--- src/rtl/csm_pkg.sv ---
package csm_pkg;

    // Offset range is fixed at 0..63 bytes
    localparam int OFS_W = 6;

    typedef enum logic [1:0] {
        MODE_CIPHER = 2'd0,
        MODE_AUTH   = 2'd1,
        MODE_PASS   = 2'd2
    } mode_e;

    typedef struct packed {
        mode_e            mode;
        logic [OFS_W-1:0] offset;
    } pkt_ctx_t;

    // Bypass outranks authentication-only
    function automatic mode_e pick_mode(input logic byp, input logic ao);
        if (byp)
            return MODE_PASS;
        else if (ao)
            return MODE_AUTH;
        else
            return MODE_CIPHER;
    endfunction

endpackage

--- src/rtl/csm_ctx_hold.sv ---
module csm_ctx_hold
    import csm_pkg::*;
(
    input  logic             clk,
    input  logic             rst,
    input  logic             valid,
    input  logic             sop,
    input  logic [OFS_W-1:0] offset,
    input  logic             byp,
    input  logic             ao,
    output pkt_ctx_t         ctx
);
    pkt_ctx_t held_q;
    pkt_ctx_t fresh;

    always_comb begin
        fresh.mode   = pick_mode(byp, ao);
        fresh.offset = offset;
    end

    // The start beat uses its own sideband; later beats use the held copy
    assign ctx = (valid && sop) ? fresh : held_q;

    always_ff @(posedge clk) begin
        if (rst) begin
            held_q.mode   <= MODE_CIPHER;
            held_q.offset <= '0;
        end else if (valid && sop) begin
            held_q <= fresh;
        end
    end
endmodule

--- src/rtl/csm_pos_track.sv ---
module csm_pos_track #(
    parameter int BEAT_BYTES = 16,
    parameter int LIMIT      = 64,
    parameter int POS_W      = 7
) (
    input  logic             clk,
    input  logic             rst,
    input  logic             valid,
    input  logic             sop,
    output logic [POS_W-1:0] base
);
    localparam logic [POS_W-1:0] STEP = POS_W'(BEAT_BYTES);
    localparam logic [POS_W-1:0] CAP  = POS_W'(LIMIT);

    logic [POS_W-1:0] cnt_q;
    logic [POS_W-1:0] next_pos;

    assign base     = sop ? '0 : cnt_q;
    assign next_pos = base + STEP;

    always_ff @(posedge clk) begin
        if (rst)
            cnt_q <= '0;
        else if (valid)
            cnt_q <= (next_pos >= CAP) ? CAP : next_pos;
    end
endmodule

--- src/rtl/csm_lane_mask.sv ---
module csm_lane_mask
    import csm_pkg::*;
#(
    parameter int BEAT_BYTES = 16,
    parameter int POS_W      = 7
) (
    input  logic [POS_W-1:0]      base,
    input  pkt_ctx_t              ctx,
    input  logic                  valid,
    input  logic [BEAT_BYTES-1:0] keep,
    output logic [BEAT_BYTES-1:0] aad,
    output logic [BEAT_BYTES-1:0] enc
);
    logic [POS_W-1:0] limit;
    assign limit = POS_W'(ctx.offset);

    for (genvar i = 0; i < BEAT_BYTES; i++) begin : g_lane
        logic [POS_W-1:0] pos;
        logic             live;
        logic             in_prefix;

        assign pos       = base + POS_W'(i);
        assign live      = valid && keep[i];
        assign in_prefix = pos < limit;

        always_comb begin
            unique case (ctx.mode)
                MODE_PASS: begin
                    aad[i] = 1'b0;
                    enc[i] = 1'b0;
                end
                MODE_AUTH: begin
                    aad[i] = live;
                    enc[i] = 1'b0;
                end
                default: begin
                    aad[i] = live && in_prefix;
                    enc[i] = live && !in_prefix;
                end
            endcase
        end
    end
endmodule

--- src/rtl/conf_split_mask.sv ---
module conf_split_mask
    import csm_pkg::*;
#(
    parameter int BEAT_BYTES = 16
) (
    input  logic                    clk,
    input  logic                    rst,
    input  logic                    in_valid,
    input  logic                    in_sop,
    input  logic                    in_eop,
    input  logic [BEAT_BYTES-1:0]   in_keep,
    input  logic [8*BEAT_BYTES-1:0] in_data,
    input  logic [OFS_W-1:0]        in_offset,
    input  logic                    in_bypass,
    input  logic                    in_auth_only,
    output logic                    out_valid,
    output logic                    out_sop,
    output logic                    out_eop,
    output logic [BEAT_BYTES-1:0]   out_keep,
    output logic [8*BEAT_BYTES-1:0] out_data,
    output logic [BEAT_BYTES-1:0]   out_aad_mask,
    output logic [BEAT_BYTES-1:0]   out_enc_mask
);
    localparam int LIMIT = 1 << OFS_W;
    localparam int POS_W = $clog2(LIMIT + 2 * BEAT_BYTES);

    pkt_ctx_t              ctx;
    logic [POS_W-1:0]      base;
    logic [BEAT_BYTES-1:0] aad_d;
    logic [BEAT_BYTES-1:0] enc_d;

    csm_ctx_hold u_ctx (
        .clk    (clk),
        .rst    (rst),
        .valid  (in_valid),
        .sop    (in_sop),
        .offset (in_offset),
        .byp    (in_bypass),
        .ao     (in_auth_only),
        .ctx    (ctx)
    );

    csm_pos_track #(
        .BEAT_BYTES (BEAT_BYTES),
        .LIMIT      (LIMIT),
        .POS_W      (POS_W)
    ) u_pos (
        .clk   (clk),
        .rst   (rst),
        .valid (in_valid),
        .sop   (in_sop),
        .base  (base)
    );

    csm_lane_mask #(
        .BEAT_BYTES (BEAT_BYTES),
        .POS_W      (POS_W)
    ) u_mask (
        .base  (base),
        .ctx   (ctx),
        .valid (in_valid),
        .keep  (in_keep),
        .aad   (aad_d),
        .enc   (enc_d)
    );

    always_ff @(posedge clk) begin
        if (rst) begin
            out_valid    <= 1'b0;
            out_sop      <= 1'b0;
            out_eop      <= 1'b0;
            out_keep     <= '0;
            out_data     <= '0;
            out_aad_mask <= '0;
            out_enc_mask <= '0;
        end else begin
            out_valid    <= in_valid;
            out_sop      <= in_valid && in_sop;
            out_eop      <= in_valid && in_eop;
            out_keep     <= in_keep;
            out_data     <= in_data;
            out_aad_mask <= aad_d;
            out_enc_mask <= enc_d;
        end
    end
endmodule

--- config.mk ---
export PLATFORM = sky130hd
export DESIGN_NAME = conf_split_mask
export DESIGN_NICKNAME = d
export VERILOG_FILES = /design/src/rtl/csm_pkg.sv /design/src/rtl/csm_ctx_hold.sv /design/src/rtl/csm_pos_track.sv /design/src/rtl/csm_lane_mask.sv /design/src/rtl/conf_split_mask.sv
export SDC_FILE = /design/constraint.sdc
export NUM_CORES = 1
export LEC_CHECK = 0
export BUFFER_PORTS_ARGS = -buffer_cell sky130_fd_sc_hd__buf_2
export CAP_MARGIN = 30
export CORE_AREA = 4 4 139 141
export DETAILED_ROUTE_END_ITERATION = 10
export DIE_AREA = 0 0 143 145
export PLACE_DENSITY = 0.86
export SYNTH_ARGS = -nofsm -noshare
export SYNTH_HDL_FRONTEND = slang
export SYNTH_HIERARCHICAL = 1
export SYNTH_SLANG_ARGS = --single-unit
--- constraint.sdc ---
create_clock -name clk -period 3 [get_ports clk]
set_input_delay 0.15 -clock clk [delete_from_list [all_inputs] [get_ports clk]]
set_output_delay 0.15 -clock clk [all_outputs]
set_load 0.005 [all_outputs]
==> Word-level counts from Yosys, hierarchy flattened <==
Index checks and enable logic that the tools add are counted.
W data, S select, Z words.
{ "op_classes": {"n_mux": 21, "n_lt_le_gt_ge": 17, "reduce_logical": 67, "n_addsub": 16, "n_eq_ne": 2} }
{ "op_table": {"columns": ["cell", "count"], "rows": [
  ["$lt A7 B6 Y1", 16],
  ["$add A7 B4 Y7 const B", 8],
  ["$logic_and A1 B1 Y1", 50],
  ["$pmux W1 S2", 16],
  ["$add A7 B3 Y7 const B", 4],
  ["$logic_not A1 Y1", 16],
  ["$add A7 B2 Y7 const B", 2],
  ["$mux W7", 2],
  ["$mux W8", 1],
  ["$add A7 B1 Y7 const B", 1],
  ["$add A7 B5 Y7 const B", 1],
  ["$ge A7 B7 Y1 const B", 1],
  ["$reduce_or A3 Y1", 1],
  ["$eq A2 B1 Y1 const B", 1],
  ["$eq A2 B2 Y1 const B", 1],
  ["$mux W2", 1],
  ["$mux W1", 1]
]} }
{ "word_totals": {"output_inout_bits": 179, "elab_cells": 133, "regBits": 194} }

==> Depth between registers and ports, before layout <==
Gate-level depths: netlist of the first run.
{ "depth": {"depth_word": 6, "ltp_mapped": 14, "ltp_nobuf": 13} }

==> Modules after synthesis <==
Netlist of the first run, hierarchy kept.
{ "by_module_without_submodules": {"columns": ["mod", "area_per_inst_um2", "cells_per_inst", "instances"], "rows": [
  ["conf_split_mask", 5129.9, 378, 1],
  ["csm_lane_mask", 2820.2, 366, 1],
  ["csm_ctx_hold", 406.6, 45, 1],
  ["csm_pos_track", 370.4, 35, 1]
]} }

==> Worst setup path before layout of the first run <==
No wires, ideal clock.
{ "synth_timing": {"path_type": "flip-flop to flip-flop", "start": "register u_pos.cnt_q[2]", "end": "register out_aad_mask[7]", "setup_slack_ns": 0.296, "required_time_ns": 2.935, "arrival_time_ns": 2.639, "setup_ns": 0.065, "synth_period_minus_slack_ns": 2.704, "stages_incl_launch_ff": 14, "path_cell_list": "dfxtp_1 -> and2b_1 -> clkbuf_1 -> inv_1 -> ha_1 -> nor2b_1 -> nor2_1 -> xnor2_1 -> ha_1 -> a21o_1 -> a21oi_1 -> o22ai_1 -> nor4_1 -> nor2b_1"} }
{ "synth_via": {"elab_chain_cells": 5} }
{ "synth_rtl": {"columns": ["item", "line", "source"], "rows": [
  ["from (decl)", "csm_pos_track.sv:15", "logic [POS_W-1:0] cnt_q;"],
  ["from (signal assigned)", "csm_pos_track.sv:25", "cnt_q <= (next_pos >= CAP) ? CAP : next_pos;"],
  ["$mux W7", "csm_pos_track.sv:18", "assign base = sop ? '0 : cnt_q;"],
  ["named net base[2]", "conf_split_mask.sv:28", "logic [POS_W-1:0] base;"],
  ["$add A7 B3 Y7", "csm_lane_mask.sv:22", "assign pos = base + POS_W'(i);"],
  ["$lt A7 B6 Y1", "csm_lane_mask.sv:24", "assign in_prefix = pos < limit;"],
  ["$logic_and A1 B1 Y1", "csm_lane_mask.sv:37", "aad[i] = live && in_prefix;"],
  ["$pmux W1 S2", "csm_lane_mask.sv:27", "unique case (ctx.mode)"],
  ["named net aad_d[7]", "conf_split_mask.sv:29", "logic [BEAT_BYTES-1:0] aad_d;"],
  ["to (signal assigned)", "conf_split_mask.sv:74", "out_aad_mask <= '0;"],
  ["to (signal assigned)", "conf_split_mask.sv:82", "out_aad_mask <= aad_d;"],
  ["to (decl)", "conf_split_mask.sv:21", "output logic [BEAT_BYTES-1:0] out_aad_mask,"]
]} }
The timed path passes the listed nets, and every way through them passes these cells.
A chain may end at the register's enable or synchronous reset.

==> Final worst setup path of the first run <==
{ "layout_timing": {"start": "register u_pos.cnt_q[0]", "end": "register out_enc_mask[11]"} }
{ "layout_via": {"elab_chain_cells": 5} }
{ "layout_rtl": {"columns": ["item", "line", "source"], "rows": [
  ["$mux W7", "csm_pos_track.sv:18", null],
  ["named net base[0]", "conf_split_mask.sv:28", null],
  ["$add A7 B4 Y7", "csm_lane_mask.sv:22", null],
  ["$lt A7 B6 Y1", "csm_lane_mask.sv:24", null],
  ["$logic_not A1 Y1", "csm_lane_mask.sv:38", "enc[i] = live && !in_prefix;"],
  ["$logic_and A1 B1 Y1", "csm_lane_mask.sv:38", null],
  ["to (signal assigned)", "conf_split_mask.sv:83", "out_enc_mask <= enc_d;"],
  ["to (decl)", "conf_split_mask.sv:22", "output logic [BEAT_BYTES-1:0] out_enc_mask"]
]} }
The timed path passes the listed nets, and every way through them passes these cells.

==> Implementation_results.wiki, run 1 <==
{| class="wikitable"
! Metric !! Value
|-
| Routability cong. || 1.00
|-
| Number of endpoints failing setup at the final stage || 0
|-
| Library cell appearing most often on the critical path || sky130_fd_sc_hd__ha_1
|-
| Post-Syn Area || 8730 sq um
|-
| Leakage || 6.21 nW
|-
| Via count || 7953
|-
| TritonCTS buffer count || 17
|-
| Cell type with the highest aggregate area in the netlist || sky130_fd_sc_hd__dfxtp_1
|-
| Initial Util || 48.6%
|-
| Total negative setup slack || 0 ns
|-
| Number of cell rows || 49
|-
| Flops & latches, synth || 194
|-
| Register-to-register path setup slack || 0.25 ns
|-
| Violation count after the first detailed-routing iteration || 350
|-
| Core footprint || 18000 sq um
|-
| Yosys warning count || 6
|-
| Power density relative to cell area || 479 nW/um^2
|-
| Cells after DPL || 1369
|-
| Endpoint type of the worst setup path || flop
|-
| Number of nets at the end of the flow || 1543
|-
| Unrepaired setup endpoints after global routing || false
|-
| Drt pass-1 iters || 5
|-
| Achievable clock frequency || 0.363 GHz
|-
| Share of Yosys cell area claimed by the top area cell type || 44.5%
|-
| Vias in the first global route || 8349
|-
| Instance count of the mapped netlist || 824
|-
| Initial antenna violation count || 0
|-
| Final Slew Violations || 0
|-
| Min-delay src || in_auth_only
|-
| Number of buffers inserted by post-CTS setup repair || 0
|-
| Critical-path top delay cell || sky130_fd_sc_hd__dfxtp_1
|-
| CP arrival || 3.06 ns
|-
| Nature of the critical path startpoint || flop
|-
| CTS clk-pin slew, worst paths || 0.08 ns
|-
| Minimum clock period || 2.75 ns
|-
| Deepest clock path buffer count || 2
|-
| Cell types with the largest area share after synthesis || sky130_fd_sc_hd__dfxtp_1 45%, sky130_fd_sc_hd__ha_1 12%, sky130_fd_sc_hd__nor2b_2 9.2%
|-
| Antenna Nets Post-Route || 0
|-
| Sinks on Clock Net || 194
|-
| Highest-count cells in the layout ignoring fill and taps || 334 x sky130_fd_sc_hd__buf_2, 194 x sky130_fd_sc_hd__dfxtp_1, 146 x sky130_fd_sc_hd__dlygate4sd3_1
|-
| Sequential cell area fraction in the yosys report || 44.5%
|-
| Aggregate global routing overflow || 0
|-
| Slew HR || 56.2%
|-
| Destination of the worst hold path || u_ctx/held_q[6]$_SDFF_PP0_
|-
| Max FO, Critical Path || 13
|-
| Final Instance Count excl. Fillers || 1547
|-
| Hold path cells || 3
|-
| Maximum ir drop on the vdd rail || 0.401 mV
|-
| Share of final-layout standard cells stronger than drive strength 1 || 38.8%
|-
| Number of synthesized flops with an enable pin || 0
|-
| Worst Clk Skew || 0.0131 ns
|-
| Area delta synth->final || 44.7%
|-
| Final Hold Vio Count || 0
|-
| Antenna diode count || 0
|-
| TritonCTS clock tree || built
|-
| Category of the most critical setup path || flop to flop
|-
| Leading register cell type out of synthesis || sky130_fd_sc_hd__dfxtp_1
|-
| Beginning of the worst register-to-register path || u_pos/cnt_q[0]$_SDFFE_PP0P_
|-
| Post-synth ARST share || 0%
|-
| Filler Cells Inserted || 1190
|-
| Overall track demand over capacity in global routing || 28.4%
|-
| CTS H-Tree Depth || 4
|-
| HP Class || input port to flop
|-
| Leading cell type in the layout, fill and taps excluded || sky130_fd_sc_hd__buf_2
|-
| Top-Level Pins || 336
|-
| Slew at the pin closest to its max-slew limit || 0.658 ns
|-
| Result of the run || completed
|-
| HPWL Detailed || 19200 um
|-
| Die Outline Area || 20700 sq um
|-
| First-pass GRT wire length || 46600 um
|-
| Share of the clock period used by the worst path || 91.8%
|-
| Capture instance of the worst register-to-register path || out_enc_mask[11]$_SDFF_PP0_
|-
| Worst endpoint required time || 3.30 ns
|-
| Netlist cell types || 63
|-
| Clock insertion delay at the later pin of the skew report || 0.44 ns
|-
| Wirelength per Cell || 19.7 um
|-
| Crit-path max cell delay || 0.39 ns
|-
| Vertical die dimension || 145 um
|-
| Pin count of the biggest net entering global routing || 79
|-
| Die width || 143 um
|-
| Average vias per placed instance || 5.14
|-
| Cells along the critical path || and2b_2 > inv_1 > ha_1 > nand2b_1 > and2_1 > xnor2_1 > ha_1 > a21o_1 > a21oi_1 > o22ai_1 > o21ba_2 > nor2b_1
|-
| DRC || 0
|-
| Number of input and output port buffers inserted || 335
|-
| Net count of the mapped netlist || 1062
|-
| Root buffer cell || sky130_fd_sc_hd__clkbuf_16
|-
| Max cap viols || 0
|-
| Synthesized area per cell || 10.6 sq um
|-
| Final wirelength || 30500 um
|-
| Worst r2r path cells || 12
|}
## synthesized netlist by cell type, types with 13 or more instances
library cell and instances:
sky130_fd_sc_hd__a21oi_1 41, sky130_fd_sc_hd__nand3_1 24, sky130_fd_sc_hd__buf_6 16, sky130_fd_sc_hd__dfxtp_1 194
sky130_fd_sc_hd__xnor2_1 35, sky130_fd_sc_hd__nor2b_2 92, sky130_fd_sc_hd__a21o_1 23, sky130_fd_sc_hd__ha_1 81
sky130_fd_sc_hd__nand2_1 33, sky130_fd_sc_hd__buf_2 13, sky130_fd_sc_hd__nor2b_1 88, sky130_fd_sc_hd__inv_1 28
## critical path, delay by kind of cell, from the launching register on
family          cells  cell delay (ns)
flops               1             0.39
buf+inv             1             0.11
fa+ha+maj           2             0.55
compound gates      4             0.65
xor+xnor            1             0.12
simple gates        4             0.81
## power breakdown
part / internal, mW / total (mW) / switching [mW] / leakage [nW]
clock: 1.14 / 2.29 / 1.16 / 0.295
sequential: 2.70 / 2.75 / 0.0417 / 1.61
combinational: 0.526 / 1.01 / 0.484 / 4.30
## kinds of logic after synthesis
group | share of synthesized area [%]
buffers and inverters | 5.00
AO/OA/AOI/OAI | 9.88
flip-flops | 44.5
adder cells (fa/ha/maj) | 11.6
XOR/XNOR | 4.22
AND/OR/NAND/NOR | 23.9
multiplexers | 0.932
## layer usage
layer | vias to the layer above | GRT usage [%] | wire [um]
li1 | 3729 | - | -
met1 | 3716 | 31.4 | 11100
met2 | 392 | 49.2 | 15100
met3 | 116 | 6.42 | 2170
met4 | 0 | 16.7 | 2020
met5 | - | 0 | 0
## worst max-delay path by stage
stage / start / to / slack, ns / cells after the start
after floorplan: u_pos/cnt_q[2]$_SDFFE_PP0P_ / out_aad_mask[7]$_SDFF_PP0_ / 0.30 / 13
after global placement: u_pos/cnt_q[2]$_SDFFE_PP0P_ / out_aad_mask[14]$_SDFF_PP0_ / 0.32 / 11
after detailed placement: u_pos/cnt_q[2]$_SDFFE_PP0P_ / out_aad_mask[14]$_SDFF_PP0_ / 0.26 / 11
after CTS: u_pos/cnt_q[2]$_SDFFE_PP0P_ / out_aad_mask[14]$_SDFF_PP0_ / 0.23 / 11
after global routing: u_pos/cnt_q[2]$_SDFFE_PP0P_ / out_aad_mask[14]$_SDFF_PP0_ / 0.01 / 11
final: u_pos/cnt_q[0]$_SDFFE_PP0P_ / out_enc_mask[11]$_SDFF_PP0_ / 0.25 / 12
## state kept, by name (all words and copies together) (netlist names)
signal and cells:
out_keep 16, out_sop 1, u_ctx/held_q 8, out_data 128, out_aad_mask 16, out_valid 1
out_enc_mask 16, out_eop 1, u_pos/cnt_q 7
## cell type report
cell class	instances	area, sq um	share of cell area, %
flip-flops and latches	194	3880	30.8
inverters	29	109	0.862
well taps	229	287	2.27
clock inverters	15	180	1.43
clock buffers	17	425	3.37
multi-input cells	560	4420	35.0
repair buffers	503	3320	26.3
## timing repair
action,in CTS,in global routing
gates resized for setup,0,2
endpoints found under the setup margin,0,1
hold endpoints to repair,146,0
hold buffers,146,0
## through the flow
stage	setup WS, ns	total power, mW	util (%)	hold WS, ns	cell area [sq um]
4_1_cts	0.235	6.02	70.2	0.00253	12600
6_report	0.247	6.05	70.3	0.0140	12600
2_1_floorplan	0.296	3.26	-	0.219	8730
3_5_place_dp	0.256	3.61	58.7	0.361	10600
5_1_grt	0.0133	6.27	70.3	0.0161	12600
3_3_place_gp	0.323	3.58	58.7	0.357	10600
(Power assumes the default switching activity.)
==> run 2, diff against run 1 <==
--- a/config.mk
+++ b/config.mk
@@ -5,12 +5,14 @@
 export SDC_FILE = /design/constraint.sdc
 export NUM_CORES = 1
 export LEC_CHECK = 0
+export ABC_AREA = 1
 export BUFFER_PORTS_ARGS = -buffer_cell sky130_fd_sc_hd__buf_2
 export CAP_MARGIN = 30
-export CORE_AREA = 4 4 139 141
+export CORE_AREA = 4 4 140 142
 export DETAILED_ROUTE_END_ITERATION = 10
-export DIE_AREA = 0 0 143 145
+export DIE_AREA = 0 0 144 146
 export PLACE_DENSITY = 0.86
+export SKIP_LAST_GASP = 1
 export SYNTH_ARGS = -nofsm -noshare
 export SYNTH_HDL_FRONTEND = slang
 export SYNTH_HIERARCHICAL = 1
==> run 2 against run 1 <==
Net effect: cell area grew 1.5%; register-to-register slack got worse by 0.07 ns; sequential power hardly changed; sequential share of layout area fell by 0.44 points; die area increased by 1.4%; first-iteration DRC count increased by 120%; non-clock buffer count down 3; critical endpoint is now out_aad_mask[7]$_SDFF_PP0_.
==> Implementation_results.wiki, run 2 <==
{| class="wikitable"
! Metric !! Value
|-
| Result of the run || completed
|-
| Max reg flops || 128 (unchanged)
|-
| Share of the clock period used by the worst path || 94.3% (+2.5 points)
|-
| Vias in the first global route || 9330 (+12%)
|-
| Flops & latches, synth || 194 (unchanged)
|-
| Sinks on Clock Net || 194 (unchanged)
|-
| Unrepaired setup endpoints after global routing || true
|-
| Max cap viols || 0 (unchanged)
|-
| Placed instance area || 10700 sq um (+1.3%)
|-
| Fraction of power spent switching nets || 30.1% (+2.3 points)
|-
| Final wirelength || 34600 um (+14%)
|-
| Initial antenna violation count || 3 (+3)
|-
| Max FO, Critical Path || 7 (-6)
|-
| Number of cell rows || 50 (+2.0%)
|-
| Area delta synth->final || 44.5%
|-
| Final core occ || 69.4% (-0.87 points)
|-
| Final Hold Vio Count || 0 (unchanged)
|-
| Slew HR || 57.4% (+1.2 points)
|-
| Average vias per placed instance || 4.95 (-3.8%)
|-
| Sequential group share of total power || 44.2% (-1.2 points)
|-
| CTS clk-pin slew, worst paths || 0.08 ns (about the same)
|-
| Net count of the mapped netlist || 1407 (+32%)
|-
| Post-Syn Area || 8870 sq um (+1.6%)
|-
| Share of power burned in the clock network || 37.4% (-0.5 points)
|-
| Synthesized area per cell || 7.59 sq um (-28%)
|-
| Die Outline Area || 21000 sq um (+1.4%)
|-
| Minimum clock period || 2.83 ns (+0.0746 ns)
|-
| Cell types with the highest counts after synthesis || 258 x sky130_fd_sc_hd__inv_1, 225 x sky130_fd_sc_hd__nor2_1, 194 x sky130_fd_sc_hd__dfxtp_1
|-
| Yosys warning count || 6 (unchanged)
|-
| Overall track demand over capacity in global routing || 31.8% (+3.4 points)
|-
| Sequential cell area fraction in the yosys report || 43.8% (-0.71 points)
|-
| Cell types with the largest area share after synthesis || sky130_fd_sc_hd__dfxtp_1 44%, sky130_fd_sc_hd__ha_1 11%, sky130_fd_sc_hd__inv_1 11%
|-
| Global routing met1 resource utilization || 35.1% (+3.7 points)
|-
| TritonCTS buffer count || 17 (unchanged)
|-
| Crit-path max cell delay || 0.38 ns (about the same)
|-
| Antenna Nets Post-Route || 0 (unchanged)
|-
| Worst endpoint required time || 3.36 ns (+0.06 ns)
|-
| Slew at the pin closest to its max-slew limit || 0.639 ns (-0.0187 ns)
|-
| Vertical die dimension || 146 um (+0.69%)
|-
| HP Class || input port to flop
|-
| Count leader, synth || sky130_fd_sc_hd__inv_1
|-
| Endpoint type of the worst setup path || flop
|-
| Pin count of the biggest net entering global routing || 78 (-1.3%)
|-
| Cell type with the highest aggregate area in the netlist || sky130_fd_sc_hd__dfxtp_1
|-
| Leading cell type in the layout, fill and taps excluded || sky130_fd_sc_hd__buf_2
|-
| Buf+Inv Stages, Crit Path || 4 (+3)
|-
| Drt pass-1 iters || 6 (+1)
|-
| Number of buffers inserted by post-CTS setup repair || 0 (unchanged)
|-
| Final Slew Violations || 0 (unchanged)
|-
| Highest-count cells in the layout ignoring fill and taps || 334 x sky130_fd_sc_hd__buf_2, 258 x sky130_fd_sc_hd__inv_1, 223 x sky130_fd_sc_hd__nor2_1
|-
| HPWL Detailed || 21600 um (+12%)
|-
| GR met3 Demand/Resource || 8.94% (+2.5 points)
|-
| Critical-path top delay cell || sky130_fd_sc_hd__dfxtp_1
|-
| DRC || 0 (unchanged)
|-
| Power density relative to cell area || 486 nW/um^2 (+1.5%)
|-
| Nature of the critical path startpoint || flop
|-
| Category of the most critical setup path || flop to flop
|-
| Worst Clk Skew || 0.0108 ns (-0.00227 ns)
|-
| Achievable clock frequency || 0.354 GHz (-2.6%)
|-
| Cell family with most CP delay || simple AND/OR/NAND/NOR gates
|-
| Met2 layer usage reported by global route || 53.4% (+4.2 points)
|-
| Netlist cell types || 32 (-49%)
|-
| Number of synthesized flops with an enable pin || 0 (unchanged)
|-
| Leakage || 7.39 nW (+19%)
|-
| Violation count after the first detailed-routing iteration || 774 (+120%)
|-
| Aggregate global routing overflow || 0 (unchanged)
|-
| Routability cong. || 0.991 (-1.0%)
|-
| Post-synth ARST share || 0% (unchanged)
|-
| Share of Yosys cell area claimed by the top area cell type || 43.8% (-0.71 points)
|-
| Switch Pwr || 1.88 mW (+12%)
|-
| TritonCTS clock tree || built
|-
| Deepest clock path buffer count || 2 (unchanged)
|-
| Maximum ir drop on the vdd rail || 0.539 mV (+34%)
|-
| Filler Cells Inserted || 1333 (+12%)
|-
| Core footprint || 18500 sq um (+2.7%)
|-
| Fin area || 12800 sq um (+1.5%)
|-
| Clock insertion delay at the later pin of the skew report || 0.43 ns (about the same)
|-
| CP arrival || 3.19 ns (+0.13 ns)
|-
| Share of final-layout standard cells stronger than drive strength 1 || 25.1% (-14 points)
|-
| Power Internal || 4.35 mW (-0.35%)
|-
| Wirelength per Cell || 18.2 um (-7.5%)
|-
| Library cell appearing most often on the critical path || sky130_fd_sc_hd__nor2_1
|-
| Combinational group share of total power || 18.4% (+1.7 points)
|-
| Via count || 9395 (+18%)
|-
| Instance count of the mapped netlist || 1169 (+42%)
|-
| Number of endpoints failing setup at the final stage || 0 (unchanged)
|-
| First-pass GRT wire length || 51900 um (+11%)
|-
| Busiest layer in global routing || met2
|-
| Leading register cell type out of synthesis || sky130_fd_sc_hd__dfxtp_1
|-
| Initial Util || 48.1% (-0.53 points)
|-
| Root buffer cell || sky130_fd_sc_hd__clkbuf_16
|-
| CTS H-Tree Depth || 4 (unchanged)
|-
| Die width || 144 um (+0.70%)
|-
| Most flop-heavy register || out_data
|-
| Number of input and output port buffers inserted || 335 (unchanged)
|-
| Cells along the critical path || inv_1 > nor2_1 > inv_1 > ha_1 > xnor2_1 > inv_1 > ha_1 > a21oi_1 > nand2_1 > nand2_1 > nand2_1 > nor2_1 > nor2_1 > nor2_1 > inv_1 > nor2_1
|-
| Top-Level Pins || 336 (unchanged)
|-
| Number of nets at the end of the flow || 1888 (+22%)
|}
## run 2: changes by cell type after synthesis, moves of 12 or more
cell | previous run | this run
sky130_fd_sc_hd__inv_1 | 28 | 258
sky130_fd_sc_hd__nand3_1 | 24 | 52
sky130_fd_sc_hd__nor2b_2 | 92 | 0
sky130_fd_sc_hd__nor2_1 | 9 | 225
sky130_fd_sc_hd__nand2_1 | 33 | 181
sky130_fd_sc_hd__xnor2_1 | 35 | 2
sky130_fd_sc_hd__nor2b_1 | 88 | 0
sky130_fd_sc_hd__nand4_1 | 12 | 0
sky130_fd_sc_hd__xor2_1 | 7 | 29
sky130_fd_sc_hd__a21o_1 | 23 | 0
## run 2: worst register-to-register path, cell delays in order, from the launching register on
cell and delay [ns]:
sky130_fd_sc_hd__dfxtp_1 0.38, sky130_fd_sc_hd__inv_1 0.05, sky130_fd_sc_hd__nor2_1 0.24, sky130_fd_sc_hd__inv_1 0.21, sky130_fd_sc_hd__ha_1 0.29, sky130_fd_sc_hd__xnor2_1 0.27
sky130_fd_sc_hd__inv_1 0.07, sky130_fd_sc_hd__ha_1 0.29, sky130_fd_sc_hd__a21oi_1 0.13, sky130_fd_sc_hd__nand2_1 0.15, sky130_fd_sc_hd__nand2_1 0.09, sky130_fd_sc_hd__nand2_1 0.05
sky130_fd_sc_hd__nor2_1 0.18, sky130_fd_sc_hd__nor2_1 0.07, sky130_fd_sc_hd__nor2_1 0.13, sky130_fd_sc_hd__inv_1 0.05, sky130_fd_sc_hd__nor2_1 0.08
## run 2: logic make-up after synthesis
kind of cell | share of synthesized area, %
flops | 43.8
buf+inv | 14.6
mux | 0.113
xor+xnor | 3.06
fa+ha+maj | 11.4
compound gates | 4.40
simple gates | 22.6
## run 2: routing by layer
metal  wire [um]  part of all wire, %
met5           6                0.017
met4        2250                  6.5
met3        2930                  8.5
met2       16800                   49
met1       12600                   37
## run 2: cell type report
class / instances / area [sq um] / share of cell area, %
sequential: 194 / 3880 / 30.3
timing repair buffer: 500 / 3320 / 25.9
clock inverter: 15 / 188 / 1.46
multi-input combinational: 672 / 3700 / 28.8
clock buffer: 17 / 425 / 3.32
antenna: 2 / 5.00 / 0.0391
inverter: 265 / 1000 / 7.80
tap: 234 / 293 / 2.29
## run 2: through the flow
| stage | worst slack, ns | TNS (ns) | hold slack [ns] | power, mW | instances |
|---|---|---|---|---|---|
| floorplan | 0.0365 | 0 | 0.212 | 3.33 | 1169 |
| global placement | 0.323 | 0 | 0.348 | 3.70 | 1715 |
| detailed placement | 0.159 | 0 | 0.355 | 3.72 | 1715 |
| CTS | 0.119 | 0 | 0.00495 | 6.18 | 1897 |
| global route | -0.00479 | -0.00479 | 0.0326 | 6.46 | 1898 |
| finish | 0.172 | 0 | 0.0410 | 6.23 | 1899 |
## run 2: what timing repair did
item	in CTS	in global routing
resized for setup	0	2
hold buffers	150	0
hold endpoints to repair	150	0
endpoints found under the setup margin	0	4
## run 2: path summary, 6_finish.rpt
| check | from | endpoint | slack, ns | depth (start not counted) |
|---|---|---|---|---|
| setup / recovery | u_pos/cnt_q[1]$_SDFFE_PP0P_ | out_aad_mask[7]$_SDFF_PP0_ | 0.17 | 16 |
| setup reg to reg | u_pos/cnt_q[1]$_SDFFE_PP0P_ | out_aad_mask[7]$_SDFF_PP0_ | 0.17 | 16 |
| hold / removal | in_keep[0] | out_keep[0]$_SDFF_PP0_ | 0.04 | 3 |
| hold reg to reg | u_pos/cnt_q[6]$_SDFFE_PP0P_ | u_pos/cnt_q[6]$_SDFFE_PP0P_ | 0.49 | 2 |
## run 2: power groups by stage
stage / logic [mW] / registers, mW / clock network (mW)
after CTS: 1.09 / 2.74 / 2.35
after global placement: 0.899 / 2.80 / 0
after global routing: 1.25 / 2.76 / 2.45
after detailed placement: 0.923 / 2.80 / 0
final: 1.14 / 2.75 / 2.33
after floorplan: 0.509 / 2.82 / 0
==> run 3, diff against run 2 <==
--- a/config.mk
+++ b/config.mk
@@ -12,6 +12,7 @@
 export DETAILED_ROUTE_END_ITERATION = 10
 export DIE_AREA = 0 0 144 146
 export PLACE_DENSITY = 0.86
+export REMOVE_ABC_BUFFERS = 1
 export SKIP_LAST_GASP = 1
 export SYNTH_ARGS = -nofsm -noshare
 export SYNTH_HDL_FRONTEND = slang
==> constraint.sdc (replaced) <==
create_clock -name clk -period 2.95 [get_ports clk]
set_input_delay 0.1475 -clock clk [delete_from_list [all_inputs] [get_ports clk]]
set_output_delay 0.1475 -clock clk [all_outputs]
set_load 0.005 [all_outputs]
==> run 3 against run 2 <==
Net effect: sequential share of layout area about the same; clock skew fell by 0.00064 ns; total power up 0.28%; combinational power barely moved; largest power group unchanged; flip-flop and latch count is the same; cell area grew 0.11%; wire length shrank 11%; cell count up 0.11%.
==> Implementation_results.wiki, run 3 (same netlist as run 2, synthesis figures left out) <==
{| class="wikitable"
! Metric !! Value
|-
| Violation count after the first detailed-routing iteration || 475 (-39%)
|-
| Unrepaired setup endpoints after global routing || false
|-
| Aggregate global routing overflow || 0 (unchanged)
|-
| Highest-count cells in the layout ignoring fill and taps || 334 x sky130_fd_sc_hd__buf_2, 258 x sky130_fd_sc_hd__inv_1, 224 x sky130_fd_sc_hd__nor2_1
|-
| Core footprint || 18500 sq um (unchanged)
|-
| Max FO, Critical Path || 7 (unchanged)
|-
| Beginning of the worst register-to-register path || u_pos/cnt_q[1]$_SDFFE_PP0P_
|-
| Routability cong. || 0.953 (-3.8%)
|-
| Sequential group share of total power || 44.7% (+0.5 points)
|-
| HP Class || input port to flop
|-
| Number of cell rows || 50 (unchanged)
|-
| DRC || 0 (unchanged)
|-
| Placed instance area || 10700 sq um (+0.14%)
|-
| Sequential cell area || 3880 sq um (unchanged)
|-
| Cells after DPL || 1717 (+0.12%)
|-
| HPWL Detailed || 19100 um (-11%)
|-
| Number of input and output port buffers inserted || 335 (unchanged)
|-
| Worst endpoint required time || 3.31 ns (-0.05 ns)
|-
| Power consumption || 6.25 mW (+0.28%)
|-
| Drt pass-1 iters || 7 (+1)
|-
| Antenna Nets Post-Route || 0 (unchanged)
|-
| Final Slew Violations || 0 (unchanged)
|-
| Final Instance Count excl. Fillers || 1901 (+0.11%)
|-
| Leading cell type in the layout, fill and taps excluded || sky130_fd_sc_hd__buf_2
|-
| Minimum clock period || 2.70 ns (-0.123 ns)
|-
| Buf+Inv Stages, Crit Path || 3 (-1)
|-
| Switch Pwr || 1.80 mW (-3.9%)
|-
| Fraction of power spent switching nets || 28.9% (-1.3 points)
|-
| Most flop-heavy register || out_data
|-
| Die Outline Area || 21000 sq um (unchanged)
|-
| CP arrival || 3.06 ns (-0.13 ns)
|-
| Min-delay src || in_sop
|-
| TritonCTS clock tree || built
|-
| Overall track demand over capacity in global routing || 28.2% (-3.5 points)
|-
| Average vias per placed instance || 4.80 (-2.9%)
|-
| Sinks on Clock Net || 194 (unchanged)
|-
| Vertical die dimension || 146 um (unchanged)
|-
| Hold path cells || 3 (unchanged)
|-
| Vias in the first global route || 9106 (-2.4%)
|-
| Maximum ir drop on the vdd rail || 0.350 mV (-35%)
|-
| Power Internal || 4.44 mW (+2.1%)
|-
| TritonCTS buffer count || 17 (unchanged)
|-
| Share of the clock period used by the worst path || 91.7% (-2.6 points)
|-
| Wirelength per Cell || 16.1 um (-11%)
|-
| Fin area || 12800 sq um (+0.11%)
|-
| Filler Cells Inserted || 1322 (-0.83%)
|-
| Destination of the worst hold path || out_sop$_SDFF_PP0_
|-
| Cells along the critical path || inv_1 > nor2_1 > inv_1 > ha_1 > a21boi_0 > o21ai_0 > xor2_1 > ha_1 > and3_1 > nand2_1 > nand2_1 > nor2_1 > nor2_1 > nor2_1 > inv_1 > nor2_1
|-
| Endpoint type of the worst setup path || flop
|-
| Result of the run || completed
|-
| Slew HR || 48.1% (-9.2 points)
|-
| Max reg flops || 128 (unchanged)
|-
| Cell family with most CP delay || simple AND/OR/NAND/NOR gates
|-
| Root buffer cell || sky130_fd_sc_hd__clkbuf_16
|-
| Initial Util || 48.1% (unchanged)
|-
| Die width || 144 um (unchanged)
|-
| Final Hold Vio Count || 0 (unchanged)
|-
| Power density relative to cell area || 487 nW/um^2 (+0.17%)
|-
| Library cell appearing most often on the critical path || sky130_fd_sc_hd__nor2_1
|-
| Multi-input logic area || 3690 sq um (about the same)
|-
| Critical-path top delay cell || sky130_fd_sc_hd__a21boi_0
|-
| Capture instance of the worst register-to-register path || out_aad_mask[15]$_SDFF_PP0_
|-
| Share of power burned in the clock network || 37.3% (about the same)
|-
| Leakage || 7.41 nW (+0.17%)
|-
| Number of endpoints failing setup at the final stage || 0 (unchanged)
|-
| Category of the most critical setup path || flop to flop
|-
| Worst Clk Skew || 0.0102 ns (-0.000635 ns)
|-
| Share of final-layout standard cells stronger than drive strength 1 || 25.1% (+0.030 points)
|-
| Deepest clock path buffer count || 2 (unchanged)
|-
| Worst r2r path cells || 16 (unchanged)
|-
| Top-Level Pins || 336 (unchanged)
|-
| Number of nets at the end of the flow || 1890 (+0.11%)
|-
| Area delta synth->final || 44.6%
|-
| Combinational group share of total power || 18.0% (-0.4 points)
|-
| Max cap viols || 0 (unchanged)
|-
| Initial antenna violation count || 1 (-2)
|-
| Pin count of the biggest net entering global routing || 96 (+23%)
|-
| Final wirelength || 30700 um (-11%)
|-
| Nature of the critical path startpoint || flop
|-
| First-pass GRT wire length || 47100 um (-9.2%)
|-
| Slew at the pin closest to its max-slew limit || 0.778 ns (+0.139 ns)
|-
| Crit-path max cell delay || 0.41 ns (+0.03 ns)
|-
| Clock insertion delay at the later pin of the skew report || 0.42 ns (about the same)
|-
| Achievable clock frequency || 0.370 GHz (+4.5%)
|-
| Number of buffers inserted by post-CTS setup repair || 0 (unchanged)
|-
| Register-to-register path setup slack || 0.25 ns (+0.07 ns)
|-
| CTS H-Tree Depth || 4 (unchanged)
|-
| Via count || 9134 (-2.8%)
|-
| CTS clk-pin slew, worst paths || 0.07 ns (about the same)
|}
==> run 3: layout make-up <==
| cell class | count | share of cell area, % |
|---|---|---|
| Multi-Input combinational cell | 672 | 28.8 |
| Timing Repair Buffer | 502 | 26.0 |
| Sequential cell | 194 | 30.3 |
| Inverter | 265 | 7.79 |
| Clock inverter | 14 | 1.37 |
| Tap cell | 234 | 2.28 |
| Clock buffer | 18 | 3.42 |
| Antenna cell | 2 | 0.0390 |
==> run 3: layer usage <==
| layer | share of wire [%] | up-vias | GRT usage, % | routed length (um) |
|---|---|---|---|---|
| met3 | 8.0 | 113 | 7.43 | 2440 |
| met2 | 50 | 429 | 49.5 | 15200 |
| met5 | 0 | - | 0 | 0 |
| met1 | 37 | 4171 | 31.2 | 11300 |
| met4 | 5.5 | 0 | 13.8 | 1700 |
| li1 | - | 4421 | - | - |
==> run 3: what timing repair did <==
item	4_1_cts	5_1_grt
hold buffers	150	0
gates resized for setup	0	0
endpoints found under the hold margin	150	0
==> run 3: worst min-delay path, stage by stage <==
cell	delay, ns
sky130_fd_sc_hd__buf_2	0.17
sky130_fd_sc_hd__nand2_1	0.08
sky130_fd_sc_hd__nor2_1	0.04
==> run 3: through the flow <==
stage          hold slack (ns)  util [%]  worst slack, ns  TNS [ns]
2_1_floorplan            0.210         -           -0.246     -3.22
3_3_place_gp             0.345      58.0            0.343         0
3_5_place_dp             0.355      58.0            0.284         0
4_1_cts                0.00843      69.5            0.293         0
5_1_grt                 0.0156      69.5           0.0159         0
6_report                0.0460      69.5            0.245         0
==> run 3: worst max-delay path by stage <==
stage	start	end	slack (ns)	depth (start not counted)
detailed placement	in_sop	out_aad_mask[15]$_SDFF_PP0_	0.28	16
finish	u_pos/cnt_q[1]$_SDFFE_PP0P_	out_aad_mask[15]$_SDFF_PP0_	0.25	16
global route	u_pos/cnt_q[3]$_SDFFE_PP0P_	out_aad_mask[13]$_SDFF_PP0_	0.02	14
CTS	u_pos/cnt_q[1]$_SDFFE_PP0P_	out_aad_mask[15]$_SDFF_PP0_	0.29	16
floorplan	u_pos/cnt_q[4]$_SDFFE_PP0P_	out_aad_mask[11]$_SDFF_PP0_	-0.25	16
global placement	in_sop	out_aad_mask[15]$_SDFF_PP0_	0.34	16
==> run 3: power by group through the flow <==
stage	Combinational (mW)	Clock (mW)	Sequential (mW)
after floorplan	0.448	0	2.87
after global placement	0.889	0	2.84
after detailed placement	0.918	0	2.84
after CTS	1.08	2.37	2.78
after global routing	1.25	2.48	2.80
final	1.12	2.33	2.79
